**src/rtl/gdrv_pkg.sv**
```systemverilog
package gdrv_pkg;
   localparam int FLT_OC  = 0;
   localparam int FLT_OT  = 1;
   localparam int NUM_FLT = 2;
   typedef logic [NUM_FLT-1:0] flt_vec_t;
endpackage

```
**src/rtl/gdrv_sync.sv**
```systemverilog
module gdrv_sync #(
   parameter int W      = 1,
   parameter int STAGES = 2
) (
   input  logic         clk,
   input  logic         rst_n,
   input  logic [W-1:0] d,
   output logic [W-1:0] q
);
   localparam int CW = W * STAGES;

   if (STAGES < 2) begin : g_bad_stages
      $error("gdrv_sync: STAGES must be at least 2");
   end
   if (W < 1) begin : g_bad_width
      $error("gdrv_sync: W must be at least 1");
   end

   logic [CW-1:0] chain;

   always_ff @(posedge clk or negedge rst_n) begin
      if (!rst_n) chain <= '0;
      else        chain <= {chain[CW-W-1:0], d};
   end

   assign q = chain[CW-1 -: W];
endmodule

```
**src/rtl/gdrv_pair.sv**
```systemverilog
module gdrv_pair (
   input  logic lock,
   input  logic hi_in,
   input  logic lo_in,
   output logic hi_cmd,
   output logic lo_cmd
);
   // lower request takes priority within the leg when guarded
   always_comb begin
      lo_cmd = lo_in;
      hi_cmd = hi_in & ~(lock & lo_in);
   end
endmodule

```
**src/rtl/gdrv_fault.sv**
```systemverilog
module gdrv_fault
   import gdrv_pkg::*;
(
   input  logic     clk,
   input  logic     rst_n,
   input  flt_vec_t cond,
   input  logic     clr,
   output logic     trip,
   output flt_vec_t flags,
   output logic     err_n
);
   flt_vec_t flags_nxt;
   logic     any_cond;

   always_comb begin
      any_cond  = |cond;
      flags_nxt = flags | cond;
      if (clr && !any_cond) flags_nxt = '0;
      trip = |flags_nxt;
   end

   always_ff @(posedge clk or negedge rst_n) begin
      if (!rst_n) begin
         flags <= '0;
         err_n <= 1'b1;
      end else begin
         flags <= flags_nxt;
         err_n <= ~(|flags_nxt);
      end
   end
endmodule

```
**src/rtl/gdrv_ctrl.sv**
```systemverilog
module gdrv_ctrl
   import gdrv_pkg::*;
#(
   parameter int NUM_PAIRS     = 3,
   parameter int SYNC_STAGES   = 2,
   parameter bit ILOCK_PIN_SEL = 1'b1,
   parameter bit HAS_AUX       = 1'b1
) (
   input  logic                 clk,
   input  logic                 rst_n,
   input  logic [NUM_PAIRS-1:0] hi_req,
   input  logic [NUM_PAIRS-1:0] lo_req,
   input  logic                 aux_req,
   input  logic                 ilock_en,
   input  logic                 uvlo,
   input  logic                 oc_trip,
   input  logic                 ot_trip,
   input  logic                 flt_clr,
   output logic [NUM_PAIRS-1:0] hi_gate,
   output logic [NUM_PAIRS-1:0] lo_gate,
   output logic                 aux_gate,
   output logic [1:0]           flt_local,
   output logic                 err_n
);
   localparam int IW      = 2 * NUM_PAIRS + 6;
   localparam int IX_LO   = NUM_PAIRS;
   localparam int IX_AUX  = 2 * NUM_PAIRS;
   localparam int IX_LOCK = IX_AUX + 1;
   localparam int IX_UV   = IX_AUX + 2;
   localparam int IX_OC   = IX_AUX + 3;
   localparam int IX_OT   = IX_AUX + 4;
   localparam int IX_CLR  = IX_AUX + 5;

   if (NUM_PAIRS < 1) begin : g_bad_pairs
      $error("gdrv_ctrl: NUM_PAIRS must be at least 1");
   end
   if (SYNC_STAGES < 2) begin : g_bad_sync
      $error("gdrv_ctrl: SYNC_STAGES must be at least 2");
   end
   if (NUM_FLT != 2) begin : g_bad_flt
      $error("gdrv_ctrl: flag port sized for two fault sources");
   end

   logic [IW-1:0]        raw_in;
   logic [IW-1:0]        syn;
   logic [NUM_PAIRS-1:0] hi_s;
   logic [NUM_PAIRS-1:0] lo_s;
   logic                 aux_s;
   logic                 ilock_s;
   logic                 uv_s;
   logic                 clr_s;
   flt_vec_t             cond_s;
   logic                 lock_eff;
   logic [NUM_PAIRS-1:0] hi_cmd;
   logic [NUM_PAIRS-1:0] lo_cmd;
   logic                 trip;
   logic                 kill;
   flt_vec_t             flags;

   assign raw_in = {flt_clr, ot_trip, oc_trip, uvlo, ilock_en, aux_req, lo_req, hi_req};

   gdrv_sync #(.W(IW), .STAGES(SYNC_STAGES)) u_sync (
      .clk   (clk),
      .rst_n (rst_n),
      .d     (raw_in),
      .q     (syn)
   );

   assign hi_s    = syn[IX_LO-1:0];
   assign lo_s    = syn[IX_AUX-1:IX_LO];
   assign aux_s   = syn[IX_AUX];
   assign ilock_s = syn[IX_LOCK];
   assign uv_s    = syn[IX_UV];
   assign clr_s   = syn[IX_CLR];

   always_comb begin
      cond_s         = '0;
      cond_s[FLT_OC] = syn[IX_OC];
      cond_s[FLT_OT] = syn[IX_OT];
   end

   if (ILOCK_PIN_SEL) begin : g_lock_pin
      assign lock_eff = ilock_s;
   end else begin : g_lock_fixed
      assign lock_eff = 1'b1;
   end

   for (genvar gp = 0; gp < NUM_PAIRS; gp++) begin : g_leg
      gdrv_pair u_pair (
         .lock   (lock_eff),
         .hi_in  (hi_s[gp]),
         .lo_in  (lo_s[gp]),
         .hi_cmd (hi_cmd[gp]),
         .lo_cmd (lo_cmd[gp])
      );
   end

   gdrv_fault u_flt (
      .clk   (clk),
      .rst_n (rst_n),
      .cond  (cond_s),
      .clr   (clr_s),
      .trip  (trip),
      .flags (flags),
      .err_n (err_n)
   );

   assign flt_local = flags;
   assign kill      = trip | uv_s;

   always_ff @(posedge clk or negedge rst_n) begin
      if (!rst_n) begin
         hi_gate <= '0;
         lo_gate <= '0;
      end else if (kill) begin
         hi_gate <= '0;
         lo_gate <= '0;
      end else begin
         hi_gate <= hi_cmd;
         lo_gate <= lo_cmd;
      end
   end

   if (HAS_AUX) begin : g_aux
      always_ff @(posedge clk or negedge rst_n) begin
         if (!rst_n) aux_gate <= 1'b0;
         else        aux_gate <= aux_s & ~kill;
      end
   end else begin : g_no_aux
      assign aux_gate = 1'b0;
   end
endmodule

```
**config.mk**
```make
export PLATFORM = sky130hd
export DESIGN_NAME = gdrv_ctrl
export DESIGN_NICKNAME = d
export VERILOG_FILES = /design/src/rtl/gdrv_pkg.sv /design/src/rtl/gdrv_sync.sv /design/src/rtl/gdrv_pair.sv /design/src/rtl/gdrv_fault.sv /design/src/rtl/gdrv_ctrl.sv
export SDC_FILE = /design/constraint.sdc
export NUM_CORES = 1
export LEC_CHECK = 0
export ABC_CLOCK_PERIOD_IN_PS = 1400
export BUFFER_PORTS_ARGS = -buffer_cell sky130_fd_sc_hd__buf_2
export CORE_MARGIN = 2
export CORE_UTILIZATION = 40
export DETAILED_ROUTE_END_ITERATION = 7
export PLACE_DENSITY = 0.72
export SLEW_MARGIN = 20
export SYNTH_ARGS = -nofsm -noshare
export SYNTH_HDL_FRONTEND = slang
export SYNTH_SLANG_ARGS = --single-unit
```
**constraint.sdc**
```tcl
create_clock -name clk -period 1.4 [get_ports clk]
set_input_delay 0.42 -clock clk [delete_from_list [all_inputs] [get_ports clk]]
set_output_delay 0.42 -clock clk [all_outputs]
set_load 0.01 [all_outputs]
```
==> flow_summary.toml, run 1 <==
[global_route]
groute.layer.met1.usage = 0.112
grt_first_pass_wirelength_mm = 1.79
globalRoute.totalOverflow = 0
globalRouteMet3Util = 0.0508
grt_antenna_before_repair = 0
gr-max-usage-layer = "met2"
grt_pass1_vias = 433
groute.layer.met2.usage = 0.140
overall_routing_resource_usage = 0.0988
largest_net_degree_at_the_start_of_global_routing = 19

[cells_and_area]
final_area_um2 = 1190
seq_area_um2 = 852
mostFrequentLayoutCell = "sky130_fd_sc_hd__dfrtp_1"
num-fill-cells = 210
multi_input_comb_area_um2 = 115
antenna_cells_inserted = 0
mostFrequentLayoutCells = "sky130_fd_sc_hd__dfrtp_1 (33), sky130_fd_sc_hd__buf_2 (22), sky130_fd_sc_hd__clkbuf_4 (5), sky130_fd_sc_hd__and2_2 (4)"
drive_gt1_frac = 0.464
nets = 97
area_delta_synth_final_pct = 23.2

[route]
dr.pass1.iters = 2
wl_mm = 1.07
avgRoutedWirePerCell_um = 9.57
drc_violations_left = 0
viasPerCell = 4.13
drtIter0Drc = 1
vias = 462
antenna_violating_nets_post_route = 0

[floorplan]
total_die_area_um2 = 2830
initial_core_util = 0.429
die-height_um = 53.2
io-pin-count = 24
fp.coreArea_um2 = 2250
floorplan_die_width_um = 53.2
floorplan.rows = 17

[clock_network]
cts_hold_buf = 0
cts.htree.levels = 2
clkTransAtPathRegs_ns = 0.09
worstSkewPairLatency_ns = 0.31
tritoncts.num_buffers = 5
clk_path_buf_depth = 2
clock_tree_from_tritoncts = "done"
clockRootBuffer = "sky130_fd_sc_hd__clkbuf_4"
cts_num_sinks = 34

[sta]
timing.final.ws_setup_ns = 0.0426
min_period_ns = 1.36
maxSlewViolCount = 0
hold_viol = 0
fin_worst_skew_ns = 0.00290
relative_slew_margins = 0.761
finalHoldWorstSlack_ns = 0.00733
grt_setup_unrepaired = "true"
post-route-period-util = 0.970
timing.setup.tns_ns = 0
achievable-frequency_ghz = 0.737
timing_worst_slew_pin_value_ns = 0.359
setup_viol = 0

[place]
hpwl_um = 792
detailed_place.area_um2 = 1120
preCtsSetupSlack_ns = 0.362
globalplace.congestion = 0.650
io_buffers = 23

[critical_path]
timing.critical_path.arrival_ns = 0.94
required_ns = 0.98
crit_type = "flip-flop to output pin"
element_type_at_the_critical_path_start = "flip-flop"
launch_instance_of_the_worst_register_to_register_path = "u_sync.chain[22]"
path_max_fanout = 1
timing.critical_path.slowest_cell_delay_ns = 0.54
critical_path.startpoint = "u_flt.err_n"
crit_path_top_delay_cell = "sky130_fd_sc_hd__dfstp_2"
endpoint_kind = "output pin"
critical_path_buf_inv_count = 1
critPathTopFamily = "flip-flops"
timing.critical_path.cells = "buf_6"

[run_status]
status = "completed"

[power]
swShare = 0.204
power.combinational.fraction = 0.038
power.share.sequential = 0.639
power.net_switching_mw = 0.332
p_leak_nw = 0.609
total_power_mw = 1.63
internal-power_mw = 1.30
ir_drop_worst_vdd_v = 0.000728
clock_network_power_share = 0.323
power.density_cell_area_nw_per_um2 = 1370

[run]
max_cap_viol_count = 0

[yosys]
synthesis.area_um2 = 967
synth_top_cell_area_share = 0.854
netlist-cell-type-count = 11
synth_warnings = 0
syn-num-nets = 66
syn-instance-count = 52
post_synth_main_area_contributors = "sky130_fd_sc_hd__dfrtp_1 (85%), sky130_fd_sc_hd__and2_2 (3.1%), sky130_fd_sc_hd__dfstp_2 (2.7%), sky130_fd_sc_hd__and3_1 (1.9%), sky130_fd_sc_hd__nand2b_1 (1.3%)"
ffs_latches_synth = 34
synth_area_leader_cell = "sky130_fd_sc_hd__dfrtp_1"
yosysSeqAreaShare = 0.881
synthesis.area_per_instance_um2 = 18.6

[worst_hold_path]
hold_path_class = "input pin to async pin"
==> synth_stat cells <==
| cell type | count |
|---|---|
| sky130_fd_sc_hd__a21o_1 | 1 |
| sky130_fd_sc_hd__a21o_2 | 1 |
| sky130_fd_sc_hd__and2_2 | 4 |
| sky130_fd_sc_hd__and3_1 | 3 |
| sky130_fd_sc_hd__dfrtp_1 | 33 |
| sky130_fd_sc_hd__dfstp_2 | 1 |
| sky130_fd_sc_hd__nand2_1 | 3 |
| sky130_fd_sc_hd__nand2b_1 | 2 |
| sky130_fd_sc_hd__nor2_1 | 2 |
| sky130_fd_sc_hd__nor3_2 | 1 |
| sky130_fd_sc_hd__o21a_2 | 1 |
==> metal layers <==
layer | vias up | wire, um
li1 | 227 | -
met1 | 214 | 446
met2 | 21 | 529
met3 | 0 | 96
met4 | 0 | 0
met5 | - | 0
==> final cells by class <==
type | count | share of cell area
clock buffers | 7 | 0.0462
clock inverters | 1 | 0.00420
multi-input cells | 18 | 0.0966
flip-flops and latches | 34 | 0.715
well taps | 28 | 0.0294
repair buffers | 24 | 0.108
==> path summary, 6_finish.rpt <==
kind / cells after the start / slack [ns] / endpoint
setup / recovery: 1 / 0.04 / err_n
hold / removal: 1 / 0.007 / lo_gate[2]
setup reg to reg: 3 / 0.44 / hi_gate[2]
hold reg to reg: 0 / 0.36 / u_sync.chain[15]
max in group asynchronous: 2 / 0.87 / u_sync.chain[12]
min in group clk: 1 / 0.21 / u_sync.chain[2]
==> kinds of logic (layout without fill, tap and decap cells) <==
logic type,after synthesis,in the layout,synth area share
compound gates,3,3,0.0259
simple gates,15,15,0.0931
flops,34,34,0.881
buf+inv,0,32,0
==> metrics by stage <==
step / utilization / cells
floorplan: - / 52
global placement: 0.499 / 104
detailed placement: 0.499 / 104
CTS: 0.526 / 112
global route: 0.528 / 112
finish: 0.528 / 112
==> sequential cells by signal, indices dropped and copies added, names as in the netlist <==
name and flops:
u_sync.chain 24, u_flt.flags 2, lo_gate 3, hi_gate 3
aux_gate 1, u_flt.err_n 1
==> power by group through the flow <==
| stage | Sequential [mW] | Combinational (mW) | Clock, mW |
|---|---|---|---|
| floorplan | 1.06 | 0.0131 | 0 |
| global placement | 1.06 | 0.0619 | 0 |
| detailed placement | 1.06 | 0.0638 | 0 |
| CTS | 1.04 | 0.0638 | 0.548 |
| global route | 1.05 | 0.0723 | 0.598 |
| finish | 1.04 | 0.0618 | 0.527 |
==> what timing repair did <==
action | CTS | global route
setup endpoints to repair | 0 | 1
setup buffers | 0 | 0
hold endpoints to repair | 0 | 0
gates resized for setup | 0 | 1
Note: power is estimated with default switching activity, not from simulation.
==> inputs of run 2 (changes only) <==
--- a/config.mk
+++ b/config.mk
@@ -9,9 +9,11 @@
 export BUFFER_PORTS_ARGS = -buffer_cell sky130_fd_sc_hd__buf_2
 export CORE_MARGIN = 2
 export CORE_UTILIZATION = 40
+export CTS_BUF_LIST = sky130_fd_sc_hd__clkbuf_2 sky130_fd_sc_hd__clkbuf_4 sky130_fd_sc_hd__clkbuf_8
 export DETAILED_ROUTE_END_ITERATION = 7
-export PLACE_DENSITY = 0.72
+export PLACE_DENSITY = 0.71
 export SLEW_MARGIN = 20
 export SYNTH_ARGS = -nofsm -noshare
 export SYNTH_HDL_FRONTEND = slang
+export SYNTH_HIERARCHICAL = 1
 export SYNTH_SLANG_ARGS = --single-unit
==> flow_summary.toml, run 2 <==
[sta]
relative_slew_margins = 0.487
post-route-period-util = 0.970
hold_viol = 0
maxSlewViolCount = 0
achievable-frequency_ghz = 0.736
timing.setup.tns_ns = 0
timing.final.ws_setup_ns = 0.0415
finalHoldWorstSlack_ns = 0.101
min_period_ns = 1.36
timing_worst_slew_pin_value_ns = 0.762
fin_worst_skew_ns = 0.0110
setup_viol = 0
grt_setup_unrepaired = "true"

[power]
power.density_cell_area_nw_per_um2 = 1360
ir_drop_worst_vdd_v = 0.00108
p_leak_nw = 0.588
total_power_mw = 1.66

[cells_and_area]
drive_gt1_frac = 0.429
largest_registers = "u_sync/chain: 24 flops, hi_gate: 3 flops, lo_gate: 3 flops"
seq_area_um2 = 852
area_delta_synth_final_pct = 10.8
most_flop_heavy_register = "u_sync/chain"
nets = 97
mostFrequentLayoutCell = "sky130_fd_sc_hd__dfrtp_1"
largest_reg_flops = 24
antenna_cells_inserted = 0
mostFrequentLayoutCells = "sky130_fd_sc_hd__dfrtp_1 (33), sky130_fd_sc_hd__buf_2 (22), sky130_fd_sc_hd__nor3b_1 (7), sky130_fd_sc_hd__clkbuf_4 (6), sky130_fd_sc_hd__a21boi_2 (3)"
multi_input_comb_area_um2 = 134
final_area_um2 = 1220
final_util = 0.453
num-fill-cells = 243
layoutNonFillerInstCount = 115

[critical_path]
reg2reg_slack_ns = 0.08
timing.critical_path.arrival_ns = 0.94
reg2reg_depth = 2
timing.critical_path.cells = "buf_6"
launch_instance_of_the_worst_register_to_register_path = "u_sync/chain[23]"
critPathTopFamily = "flip-flops"
crit-reg2reg-capture = "lo_gate[2]"
timing.critical_path.slowest_cell_delay_ns = 0.54
element_type_at_the_critical_path_start = "flip-flop"
critical_path_buf_inv_count = 1
path_max_fanout = 1
endpoint_kind = "output pin"
crit_path_top_delay_cell = "sky130_fd_sc_hd__dfstp_2"
required_ns = 0.98
critical_path_cell_count = 1
crit_type = "flip-flop to output pin"

[route]
wl_mm = 1.17
dr.pass1.iters = 2
drtIter0Drc = 2
avgRoutedWirePerCell_um = 10.2
antenna_violating_nets_post_route = 0
viasPerCell = 4.32
drc_violations_left = 0
vias = 497

[floorplan]
io-pin-count = 24
initial_core_util = 0.409
total_die_area_um2 = 3180
die-height_um = 56.4
floorplan_die_width_um = 56.4
floorplan.rows = 19
fp.coreArea_um2 = 2690

[global_route]
grt_antenna_before_repair = 0
largest_net_degree_at_the_start_of_global_routing = 35
globalRoute.totalOverflow = 0
grt_first_pass_wirelength_mm = 2.06
grt_pass1_vias = 488
overall_routing_resource_usage = 0.0927

[yosys]
synth_area_leader_cell = "sky130_fd_sc_hd__dfrtp_1"
ffs_latches_synth = 34
synthesis.area_per_instance_um2 = 16.4
syn-instance-count = 67
yosysSeqAreaShare = 0.776
post_synth_most_frequent_cells = "sky130_fd_sc_hd__dfrtp_1 (33), sky130_fd_sc_hd__buf_4 (15), sky130_fd_sc_hd__nor3b_1 (7)"
syn-num-nets = 81
synthesis.area_um2 = 1100
synth-main-ff-cell = "sky130_fd_sc_hd__dfrtp_1"
synth_warnings = 6
post_synth_main_area_contributors = "sky130_fd_sc_hd__dfrtp_1 (75%), sky130_fd_sc_hd__buf_4 (10%), sky130_fd_sc_hd__nor3b_1 (4.8%), sky130_fd_sc_hd__a21boi_2 (3.1%), sky130_fd_sc_hd__dfstp_2 (2.4%)"
netlist-cell-type-count = 10
number_of_enable_flip_flop_cells_after_synthesis = 0
async_set_or_reset_register_ratio_after_synthesis = 1.00
synth.most_common_cell = "sky130_fd_sc_hd__dfrtp_1"
synth_top_cell_area_share = 0.752

[clock_network]
clkTransAtPathRegs_ns = 0.10
clockRootBuffer = "sky130_fd_sc_hd__clkbuf_4"
ctsResizeCount = 0
post_cts_buffers = 0
clock_tree_from_tritoncts = "done"
worstSkewPairLatency_ns = 0.32
tritoncts.num_buffers = 5
cts_hold_buf = 0
cts.htree.levels = 2
clk_path_buf_depth = 2
cts_num_sinks = 34

[run]
max_cap_viol_count = 0

[place]
io_buffers = 23
hpwl_um = 808
globalplace.congestion = 0.711
preCtsSetupSlack_ns = 0.120
detailed_place.area_um2 = 1150
placed_cells_incl_taps = 107

[run_status]
status = "completed"

[worst_hold_path]
hold_path_class = "input pin to async pin"
run 2: cell types whose count changed after synthesis, sizes merged:
cell / before / now
nand2: 3 / 0
buf: 0 / 15
and3: 3 / 0
o21ai: 0 / 1
and2: 4 / 0
nor3: 1 / 0
a21boi: 0 / 3
nor3b: 0 / 7
run 2: final cells by class:
class                      count  area share
timing repair buffer          24       0.106
clock buffer                   7      0.0483
tap                           31      0.0319
sequential                    34       0.700
multi-input combinational     18       0.110
clock inverter                 1     0.00411
run 2: how the worst max path moves through the flow:
stage | start | endpoint | slack, ns
after floorplan | u_sync/chain[23] | aux_gate | 0.25
after global placement | u_flt/flags[1] | hi_gate[0] | 0.22
after detailed placement | u_flt/flags[1] | lo_gate[2] | 0.12
after CTS | u_flt/err_n | err_n | 0.01
after global routing | u_flt/err_n | err_n | -0.02
final | u_flt/err_n | err_n | 0.04
run 2: cell families (layout without fill, tap and decap cells):
kind of cell	after synthesis	count (layout)	share of synthesized area
simple gates	11	11	0.0661
compound gates	7	7	0.0558
buf+inv	15	32	0.103
flops	34	34	0.776
run 2: report_power, final:
group          leakage (nW)  switching (mW)  internal, mW  total (mW)
registers             0.407          0.0205          1.03        1.05
logic                 0.142          0.0348        0.0351      0.0699
clock network        0.0387           0.282         0.263       0.545
total                 0.588           0.337          1.32        1.66
run 2: layer usage:
layer	up-vias	wire (um)	global-route usage
met5	-	0	0
met4	0	21	0.0612
met3	2	99	0.0668
met2	23	555	0.129
met1	235	498	0.0986
li1	237	-	-
